### src/rtl/gpi_pkg.sv
package gpi_pkg;
    typedef enum logic [2:0] {
        TRIG_OFF  = 3'd0,
        TRIG_HIGH = 3'd1,
        TRIG_LOW  = 3'd2
    } trig_code_e;

    typedef enum logic {
        SLOT_IDLE = 1'b0,
        SLOT_PEND = 1'b1
    } slot_state_e;

    localparam logic [2:0] ADDR_CFG  = 3'd0;
    localparam logic [2:0] ADDR_SEL  = 3'd1;
    localparam logic [2:0] ADDR_MASK = 3'd2;
    localparam logic [2:0] ADDR_ACK  = 3'd3;
    localparam logic [2:0] ADDR_STAT = 3'd4;
endpackage

### src/rtl/gpi_sync.sv
module gpi_sync #(
    parameter int W = 16
) (
    input  logic         clk,
    input  logic         rst_n,
    input  logic [W-1:0] d_in,
    output logic [W-1:0] d_out
);
    logic [W-1:0] meta_q;
    logic [W-1:0] sync_q;

    always_ff @(posedge clk or negedge rst_n) begin
        if (!rst_n) begin
            meta_q <= '0;
            sync_q <= '0;
        end else begin
            meta_q <= d_in;
            sync_q <= meta_q;
        end
    end

    assign d_out = sync_q;
endmodule

### src/rtl/gpi_slot.sv
module gpi_slot
    import gpi_pkg::*;
#(
    parameter int PINS  = 16,
    parameter int SEL_W = $clog2(PINS)
) (
    input  logic             clk,
    input  logic             rst_n,
    input  logic [PINS-1:0]  pins_sync,
    input  logic [SEL_W-1:0] sel,
    input  logic [2:0]       trig,
    input  logic             ack,
    output logic             pend
);
    slot_state_e state_q, state_d;
    logic        pin_val;
    logic        cond;

    assign pin_val = pins_sync[sel];

    always_comb begin
        case (trig)
            TRIG_HIGH: cond = pin_val;
            TRIG_LOW:  cond = ~pin_val;
            default:   cond = 1'b0;
        endcase
    end

    always_ff @(posedge clk or negedge rst_n) begin
        if (!rst_n) state_q <= SLOT_IDLE;
        else        state_q <= state_d;
    end

    always_comb begin
        state_d = state_q;
        unique case (state_q)
            SLOT_IDLE: if (cond && !ack) state_d = SLOT_PEND;
            SLOT_PEND: if (ack)          state_d = SLOT_IDLE;
        endcase
    end

    assign pend = (state_q == SLOT_PEND);

    assert_ack_clears_R7: assert property (@(posedge clk) disable iff (!rst_n)
        ack |=> !pend);

    assert_latch_holds_R6: assert property (@(posedge clk) disable iff (!rst_n)
        (pend && !ack) |=> pend);

    assert_disabled_quiet_R4: assert property (@(posedge clk) disable iff (!rst_n)
        (!pend && trig != TRIG_HIGH && trig != TRIG_LOW) |=> !pend);
endmodule

### src/rtl/gpi_regs.sv
module gpi_regs
    import gpi_pkg::*;
#(
    parameter int SLOTS  = 8,
    parameter int SEL_W  = 4,
    parameter int TRIG_W = 3,
    parameter int AUX_W  = 2,
    parameter int DATA_W = 32
) (
    input  logic                      clk,
    input  logic                      rst_n,
    input  logic [2:0]                bus_addr,
    input  logic                      bus_wr,
    input  logic [DATA_W-1:0]         bus_wdata,
    output logic [DATA_W-1:0]         bus_rdata,
    input  logic [SLOTS-1:0]          status,
    output logic [SLOTS*TRIG_W-1:0]   cfg_o,
    output logic [SLOTS*SEL_W-1:0]    sel_o,
    output logic [SLOTS+AUX_W-1:0]    mask_o,
    output logic [SLOTS-1:0]          ack_o
);
    localparam int CFG_W  = SLOTS * TRIG_W;
    localparam int SELT_W = SLOTS * SEL_W;
    localparam int MASK_W = SLOTS + AUX_W;

    logic [CFG_W-1:0]  cfg_q;
    logic [SELT_W-1:0] sel_q;
    logic [MASK_W-1:0] mask_q;

    always_ff @(posedge clk or negedge rst_n) begin
        if (!rst_n) begin
            cfg_q  <= '0;
            sel_q  <= '0;
            mask_q <= '0;
        end else if (bus_wr) begin
            if (bus_addr == ADDR_CFG)  cfg_q  <= bus_wdata[CFG_W-1:0];
            if (bus_addr == ADDR_SEL)  sel_q  <= bus_wdata[SELT_W-1:0];
            if (bus_addr == ADDR_MASK) mask_q <= bus_wdata[MASK_W-1:0];
        end
    end

    assign ack_o = (bus_wr && bus_addr == ADDR_ACK) ? bus_wdata[SLOTS-1:0] : '0;

    always_comb begin
        bus_rdata = '0;
        case (bus_addr)
            ADDR_CFG:  bus_rdata = DATA_W'(cfg_q);
            ADDR_SEL:  bus_rdata = DATA_W'(sel_q);
            ADDR_MASK: bus_rdata = DATA_W'(mask_q);
            ADDR_STAT: bus_rdata = DATA_W'(status);
            default:   bus_rdata = '0;
        endcase
    end

    assign cfg_o  = cfg_q;
    assign sel_o  = sel_q;
    assign mask_o = mask_q;

    assert_mask_holds_R10: assert property (@(posedge clk) disable iff (!rst_n)
        !(bus_wr && bus_addr == ADDR_MASK) |=> $stable(mask_q));
endmodule

### src/rtl/gpi_level_irq.sv
module gpi_level_irq
    import gpi_pkg::*;
#(
    parameter int SLOTS  = 8,
    parameter int PINS   = 16,
    parameter int AUX_W  = 2,
    parameter int DATA_W = 32
) (
    input  logic              clk,
    input  logic              rst_n,
    input  logic [2:0]        bus_addr,
    input  logic              bus_wr,
    input  logic [DATA_W-1:0] bus_wdata,
    output logic [DATA_W-1:0] bus_rdata,
    input  logic [PINS-1:0]   pins_in,
    output logic              irq_o,
    output logic [AUX_W-1:0]  aux_mask_o
);
    localparam int SEL_W  = $clog2(PINS);
    localparam int TRIG_W = 3;
    localparam int MASK_W = SLOTS + AUX_W;

    logic [PINS-1:0]         pins_sync;
    logic [SLOTS*TRIG_W-1:0] cfg;
    logic [SLOTS*SEL_W-1:0]  sel;
    logic [MASK_W-1:0]       mask;
    logic [SLOTS-1:0]        ack;
    logic [SLOTS-1:0]        pend;
    logic [SLOTS-1:0]        status;
    logic                    irq_q;

    gpi_sync #(.W(PINS)) u_sync (
        .clk   (clk),
        .rst_n (rst_n),
        .d_in  (pins_in),
        .d_out (pins_sync)
    );

    gpi_regs #(
        .SLOTS(SLOTS), .SEL_W(SEL_W), .TRIG_W(TRIG_W),
        .AUX_W(AUX_W), .DATA_W(DATA_W)
    ) u_regs (
        .clk       (clk),
        .rst_n     (rst_n),
        .bus_addr  (bus_addr),
        .bus_wr    (bus_wr),
        .bus_wdata (bus_wdata),
        .bus_rdata (bus_rdata),
        .status    (status),
        .cfg_o     (cfg),
        .sel_o     (sel),
        .mask_o    (mask),
        .ack_o     (ack)
    );

    for (genvar k = 0; k < SLOTS; k++) begin : g_slot
        gpi_slot #(.PINS(PINS), .SEL_W(SEL_W)) u_slot (
            .clk       (clk),
            .rst_n     (rst_n),
            .pins_sync (pins_sync),
            .sel       (sel[k*SEL_W +: SEL_W]),
            .trig      (cfg[k*TRIG_W +: TRIG_W]),
            .ack       (ack[k]),
            .pend      (pend[k])
        );
    end

    assign status = pend & mask[SLOTS-1:0];

    always_ff @(posedge clk or negedge rst_n) begin
        if (!rst_n) irq_q <= 1'b0;
        else        irq_q <= |status;
    end

    assign irq_o      = irq_q;
    assign aux_mask_o = mask[MASK_W-1:SLOTS];

    assert_irq_rise_R9: assert property (@(posedge clk) disable iff (!rst_n)
        (|status) |=> irq_o);

    assert_irq_fall_R9: assert property (@(posedge clk) disable iff (!rst_n)
        !(|status) |=> !irq_o);

    assert_masked_quiet_R8: assert property (@(posedge clk) disable iff (!rst_n)
        (mask[SLOTS-1:0] == '0) |=> !irq_o);
endmodule

### config.mk
export PLATFORM = sky130hd
export DESIGN_NAME = gpi_level_irq
export DESIGN_NICKNAME = d
export VERILOG_FILES = /design/src/rtl/gpi_pkg.sv /design/src/rtl/gpi_sync.sv /design/src/rtl/gpi_slot.sv /design/src/rtl/gpi_regs.sv /design/src/rtl/gpi_level_irq.sv
export SDC_FILE = /design/constraint.sdc
export NUM_CORES = 1
export LEC_CHECK = 0
export ABC_AREA = 1
export BUFFER_PORTS_ARGS = -buffer_cell sky130_fd_sc_hd__buf_2
export CAP_MARGIN = 20
export CORE_MARGIN = 1
export CORE_UTILIZATION = 35
export DETAILED_ROUTE_END_ITERATION = 7
export SLEW_MARGIN = 30
export SYNTH_ARGS = -nofsm -noshare
export SYNTH_HDL_FRONTEND = slang
export SYNTH_SLANG_ARGS = --single-unit
### constraint.sdc
create_clock -name clk -period 1.3 [get_ports clk]
set_input_delay 0.065 -clock clk [delete_from_list [all_inputs] [get_ports clk]]
set_output_delay 0.065 -clock clk [all_outputs]
set_load 0.005 [all_outputs]
==> results.sh, run 1 <==
export IMPL_area_delta_synth_final_pct=55.1
export IMPL_place_inst=1072
export IMPL_wl_met2_um=8960
export IMPL_min_period_ns=1.46
export IMPL_vias=6105
export IMPL_grt_ovfl_total=0
export IMPL_fp_dieH_um=128
export IMPL_gp_congestion=0.862
export IMPL_regArea_mm2=0.00269
export IMPL_fin_area_mm2=0.00864
export IMPL_p_leak_uw=0.00433
export IMPL_whs_ns=-0.00804
export IMPL_outcome="finished with violations"
export IMPL_worstPathMaxFanout=2
export IMPL_wirelength_um=18900
export IMPL_relSlewSlack_pct=72.5
export IMPL_drv_cap=0
export IMPL_drc=0
export IMPL_yosys_area_top_type="dfrtp_1"
export IMPL_drtIter0Drc=455
export IMPL_worst_pin_slew_ns=0.413
export IMPL_comb_power_share_pct=36.2
export IMPL_fin_nets=1023
export IMPL_multiInputGateArea_mm2=0.00300
export IMPL_power_density_mw_per_mm2=1310
export IMPL_yosysWarnings=0
export IMPL_hold_path_class="input port to register"
export IMPL_finalHoldViolations=1
export IMPL_cts_made_buffers=9
export IMPL_post_route_period_util_pct=112
export IMPL_p_sw_share_pct=36.9
export IMPL_core_area_mm2=0.0154
export IMPL_syn_area_mm2=0.00557
export IMPL_n_antenna_cell=0
export IMPL_cts_sinks=107
export IMPL_fp_dieArea_mm2=0.0164
export IMPL_yosysTopAreaCellShare_pct=48.1
export IMPL_nFillCells=1352
export IMPL_maxSlewViolCount=0
export IMPL_critPathKind="register to output pin"
export IMPL_placed_area_mm2=0.00673
export IMPL_worst_endpoint_required_ns=1.24
export IMPL_top_layer_used="met4"
export IMPL_clk_path_buf_depth=2
export IMPL_hpwl_um=11700
export IMPL_final_util_pct=56.2
export IMPL_fp_row_count=45
export IMPL_synth_seq_area_share_pct=48.1
export IMPL_io_buffer_count=88
export IMPL_grt_pass1_wl_um=28100
export IMPL_routedWlPerCell_um=16.0
export IMPL_grt_usage_pct=22.5
export IMPL_drtPass1Iterations=5
export IMPL_pwr_share_clk_pct=25.0
export IMPL_startpoint_type="register"
export IMPL_power_switching_uw=4190
export IMPL_failed_checks="negative hold slack, negative setup slack"
export IMPL_synth_area_leaders="dfrtp_1, nand2_1, nand3_1, inv_1, o21ai_0"
export IMPL_grt_pass1_vias=5513
export IMPL_syn_nets=811
export IMPL_ant_nets=0
export IMPL_root_buffer="clkbuf_16"
export IMPL_grt_max_degree=77
export IMPL_ys_types=26
export IMPL_layout_cells_non_filler=1185
export IMPL_clk_pin_slew_ns=0.08
export IMPL_m1WireLength_um=8130
export IMPL_worst_ep_arrival_time_ns=1.39
export IMPL_pre_cts_slack_ns=-0.0814
export IMPL_syn_area_per_cell_um2=7.36
export IMPL_ctsHtreeMaxLevel=3
export IMPL_drive_above_1_share_pct=40.1
export IMPL_cts_tree="built"
export IMPL_clkLatencyLatePin_ns=0.38
export IMPL_power_share_sequential_pct=38.8
export IMPL_setup_ws_ns=-0.159
export IMPL_route_met3_wl_um=1180
export IMPL_syn_instance_count=757
export IMPL_start_util_pct=36.2
export IMPL_worst_ir_drop_vdd_mv=0.877
export IMPL_antenna_found_initial=0
export IMPL_ys_ff_latch=107
export IMPL_timing_fmax_mhz=685
export IMPL_setup_viol=16
export IMPL_rsz0062_at_grt="true"
export IMPL_p_int_uw=7170
export IMPL_endpoint_kind="output pin"
export IMPL_fin_skew_ns=0.0118
export IMPL_ios=89
export IMPL_vias_per_cell=5.15
export IMPL_die_x_um=128
logic make-up (layout without fill, tap and decap cells):
| logic type | Yosys count | after routing | share of synthesized area, % |
|---|---|---|---|
| buffers and inverters | 135 | 352 | 10.1 |
| flip-flops | 107 | 107 | 48.1 |
| AO/OA/AOI/OAI | 98 | 98 | 9.88 |
| AND/OR/NAND/NOR | 417 | 417 | 32.0 |
synthesized netlist by cell type (all sizes together):
| library cell | number |
|---|---|
| nand2 | 241 |
| nand3 | 129 |
| dfrtp | 107 |
| inv | 107 |
| o21ai | 63 |
| nor2 | 25 |
| buf | 22 |
| nor3 | 18 |
| a21oi | 16 |
| o22ai | 9 |
| o221ai | 7 |
| clkbuf | 6 |
| nand4 | 3 |
| o211ai | 3 |
| or2 | 1 |
per-stage QoR:
step / total power, uW / TNS [ns] / hold WS, ns
floorplan: 6020 / 0 / -0.231
detailed placement: 7110 / -0.142 / 0.128
global route: 12000 / -2.31 / 0.0223
finish: 11400 / -1.19 / -0.00804
CTS: 10500 / -0.895 / 0.000102
global placement: 7100 / -0.147 / 0.130
layout make-up:
type                       count  area share (%)
multi-input combinational    515            34.7
sequential                   107            31.1
timing repair buffer         228            22.7
inverter                     107            4.89
tap                          211            3.06
clock buffer                   9            2.61
clock inverter                 7           0.869
timing repair inverter         1          0.0579
routing by layer:
metal	vias up	track usage, %
met4	0	9.55
li1	2874	-
met3	58	3.84
met1	2930	29.6
met5	-	0
met2	243	36.6
critical path, cell delays in order (launching register included):
cell,delay [ns]
dfrtp_1,0.44
nand2_1,0.10
nor2_1,0.05
a21oi_1,0.14
o221ai_1,0.14
buf_2,0.15
power by group through the flow:
| stage | clock network, uW | registers [uW] | logic (uW) |
|---|---|---|---|
| 2_1_floorplan | 0 | 4220 | 1800 |
| 3_3_place_gp | 0 | 4440 | 2660 |
| 3_5_place_dp | 0 | 4440 | 2680 |
| 4_1_cts | 2880 | 4340 | 3260 |
| 5_1_grt | 3020 | 4470 | 4480 |
| 6_report | 2830 | 4410 | 4110 |
registers in the layout (all words and copies together) (netlist names):
register            count
irq_o                   1
u_regs.sel_o           32
u_regs.cfg_o           24
u_sync.d_out           16
g_slot.u_slot.pend      8
u_sync.meta_q          16
u_regs.mask_o          10
worst paths after layout:
kind,end,depth (start not counted),slack [ns],startpoint
setup / recovery,bus_rdata[3],5,-0.16,g_slot[3].u_slot.pend
hold / removal,u_regs.cfg_o[8],3,-0.008,bus_wdata[8]
setup reg to reg,g_slot[1].u_slot.pend,11,-0.11,u_regs.sel_o[4]
hold reg to reg,u_sync.d_out[12],0,0.35,u_sync.meta_q[12]
max in group asynchronous,u_regs.sel_o[1],3,0.69,rst_n
min in group asynchronous,u_sync.d_out[1],3,0.26,rst_n
layout by cell type (no fill, tap or decap), types with 4 or more instances in the layout:
| cell | Yosys | final |
|---|---|---|
| inv_2 | 8 | 23 |
| dfrtp_1 | 107 | 100 |
| inv_4 | 1 | 7 |
| nor2_1 | 24 | 24 |
| nand3_2 | 0 | 88 |
| dfrtp_2 | 0 | 7 |
| inv_1 | 98 | 76 |
| nand2_1 | 239 | 192 |
| o221ai_1 | 7 | 5 |
| clkbuf_16 | 0 | 9 |
| buf_4 | 2 | 51 |
| nand3_1 | 129 | 41 |
| o22ai_2 | 0 | 5 |
| buf_12 | 0 | 22 |
| a21oi_1 | 16 | 15 |
| buf_6 | 3 | 21 |
| o21ai_1 | 17 | 19 |
| o21ai_2 | 4 | 5 |
| nand2_4 | 1 | 9 |
| nand2_2 | 1 | 40 |
| dlygate4sd3_1 | 0 | 47 |
| o21ai_0 | 42 | 38 |
| o22ai_1 | 9 | 4 |
| nor3_1 | 17 | 17 |
| buf_2 | 17 | 87 |
what timing repair did:
action	CTS	global route
pin swaps	20	99
cloned	0	1
setup buffers	31	25
hold endpoints to repair	164	1
hold buffers	46	1
gates resized for setup	27	190
endpoints found under the setup margin	22	28
(Power assumes the default switching activity.)
==> run 2, diff against run 1 <==
PLACE_DENSITY_LB_ADDON = 0.08   (was default)
==> results.sh, run 2 (synthesis results as in run 1) <==
export IMPL_largest_reg_flops=32
export IMPL_cts_made_buffers=9
export IMPL_antenna_found_initial=0
export IMPL_relSlewSlack_pct=65.3
export IMPL_n_antenna_cell=0
export IMPL_post_route_period_util_pct=110
export IMPL_hold_path_class="input port to register"
export IMPL_setup_viol=15
export IMPL_path_cells="buf_4 > a21oi_1 > o221ai_1 > buf_2"
export IMPL_power_share_sequential_pct=38.1
export IMPL_outcome="finished with violations"
export IMPL_crit_slowest_cell="dfrtp_1"
export IMPL_worstRegToRegCells=8
export IMPL_grt_pass1_vias=5777
export IMPL_fp_row_count=45
export IMPL_drtPass1Iterations=5
export IMPL_io_buffer_count=88
export IMPL_final_common_cell="nand2_1"
export IMPL_hpwl_um=12400
export IMPL_setup_ws_ns=-0.131
export IMPL_rr_endpoint="irq_o"
export IMPL_rsz0062_at_grt="true"
export IMPL_drc=0
export IMPL_p_int_uw=7470
export IMPL_place_inst=1069
export IMPL_fin_nets=1033
export IMPL_finalHoldViolations=0
export IMPL_root_buffer="clkbuf_16"
export IMPL_layout_cells_non_filler=1195
export IMPL_vias=6071
export IMPL_cp_num_cells=4
export IMPL_worst_ir_drop_vdd_mv=0.861
export IMPL_routedWlPerCell_um=16.6
export IMPL_clk_path_buf_depth=2
export IMPL_regToRegStartpoint="u_regs.mask_o[0]"
export IMPL_pwr_share_clk_pct=25.2
export IMPL_grt_max_degree=65
export IMPL_gp_congestion=0.863
export IMPL_drive_above_1_share_pct=42.4
export IMPL_die_x_um=128
export IMPL_maxSlewViolCount=0
export IMPL_p_leak_uw=0.00436
export IMPL_grt_ovfl_total=0
export IMPL_drv_cap=0
export IMPL_p_sw_share_pct=35.9
export IMPL_min_period_ns=1.43
export IMPL_clk_pin_slew_ns=0.07
export IMPL_fin_skew_ns=0.00843
export IMPL_placed_area_mm2=0.00663
export IMPL_critPathKind="register to output pin"
export IMPL_cts_sinks=107
export IMPL_slowest_delay_ns=0.39
export IMPL_fp_dieH_um=128
export IMPL_power_density_mw_per_mm2=1330
export IMPL_final_cell_mix="nand2_1, nand3_2, dfrtp_1"
export IMPL_power_switching_uw=4190
export IMPL_cts_tree="built"
export IMPL_worstPathMaxFanout=2
export IMPL_worst_endpoint_required_ns=1.24
export IMPL_startpoint="u_regs.mask_o[1]"
export IMPL_fp_dieArea_mm2=0.0164
export IMPL_ios=89
export IMPL_setup_tns_ns=-0.873
export IMPL_worst_ep_arrival_time_ns=1.37
export IMPL_drtIter0Drc=494
export IMPL_rrSetupSlack_ns=-0.07
export IMPL_vias_per_cell=5.08
export IMPL_worstHoldStart="bus_wdata[7]"
export IMPL_comb_power_share_pct=36.7
export IMPL_pre_cts_slack_ns=-0.0917
export IMPL_wirelength_um=19800
export IMPL_timing_fmax_mhz=699
export IMPL_endpoint_kind="output pin"
export IMPL_path_buf_inv=2
export IMPL_worst_pin_slew_ns=0.516
export IMPL_ant_nets=0
export IMPL_grt_usage_pct=23.7
export IMPL_fin_area_mm2=0.00877
export IMPL_ctsHtreeMaxLevel=3
export IMPL_area_delta_synth_final_pct=57.3
export IMPL_startpoint_type="register"
export IMPL_failed_checks="negative setup slack"
export IMPL_clkLatencyLatePin_ns=0.36
export IMPL_critical_path_top_delay_family="flip-flops"
export IMPL_core_area_mm2=0.0154
export IMPL_start_util_pct=36.2
export IMPL_whs_ns=0.0185
export IMPL_crit_path_end="bus_rdata[1]"
export IMPL_grt_pass1_wl_um=29600
-- run 2: cell count changes in the layout (fill, tap and decap cells not counted), moves of 3 or more --
cell	delta
dfrtp_2	+7
dfrtp_1	-7
nand3_2	+7
buf_12	-5
clkinv_4	+3
buf_6	+4
buf_4	+8
nand3_1	-8
-- run 2: final cells by class --
| type | count | area [um^2] |
|---|---|---|
| multi-input combinational | 515 | 3050 |
| inverter | 107 | 434 |
| sequential | 107 | 2700 |
| timing repair inverter | 3 | 21.3 |
| clock buffer | 9 | 225 |
| tap | 211 | 264 |
| timing repair buffer | 236 | 1990 |
| clock inverter | 7 | 91.3 |
| fill | 1431 | 6610 |
-- run 2: tightest hold or removal path, delay by kind of cell --
kind                   cells  cell delay [ns]
AND/OR/NAND/NOR            2             0.13
buffers and inverters      2             0.16
-- run 2: power groups by stage --
stage	logic [uW]	clock network (uW)	registers (uW)
finish	4280	2940	4440
global route	4680	3130	4510
CTS	3290	3000	4360
detailed placement	2570	0	4480
global placement	2510	0	4470
floorplan	1800	0	4220
-- run 2: worst min-delay path by stage --
stage,to,slack (ns),depth (start not counted)
finish,g_slot[7].u_slot.pend,0.02,4
global route,g_slot[7].u_slot.pend,0.03,4
CTS,g_slot[7].u_slot.pend,0.02,4
detailed placement,u_sync.meta_q[11],0.09,2
global placement,u_sync.meta_q[11],0.09,2
floorplan,g_slot[0].u_slot.pend,-0.23,0
-- run 2: stage by stage --
step / power [uW] / util, %
floorplan: 6020 / -
global placement: 6980 / 43.1
detailed placement: 7050 / 43.1
CTS: 10600 / 50.7
global route: 12300 / 57.0
finish: 11700 / 57.0
-- run 2: repair_timing --
action                     CTS  global route
pin swaps                   21            76
hold endpoints to repair   167             0
setup buffers               38            23
gates cloned                 0             4
hold buffers                47             0
setup endpoints to repair   25            33
resized for setup           38           210
-- run 2: metal layers --
metal / up-vias / share of wire, % / global-route usage, %
met1: 2900 / 43 / 31.3
met2: 227 / 48 / 38.4
met3: 54 / 6.3 / 4.51
met5: - / 0 / 0
li1: 2890 / - / -
met4: 0 / 2.6 / 9.48
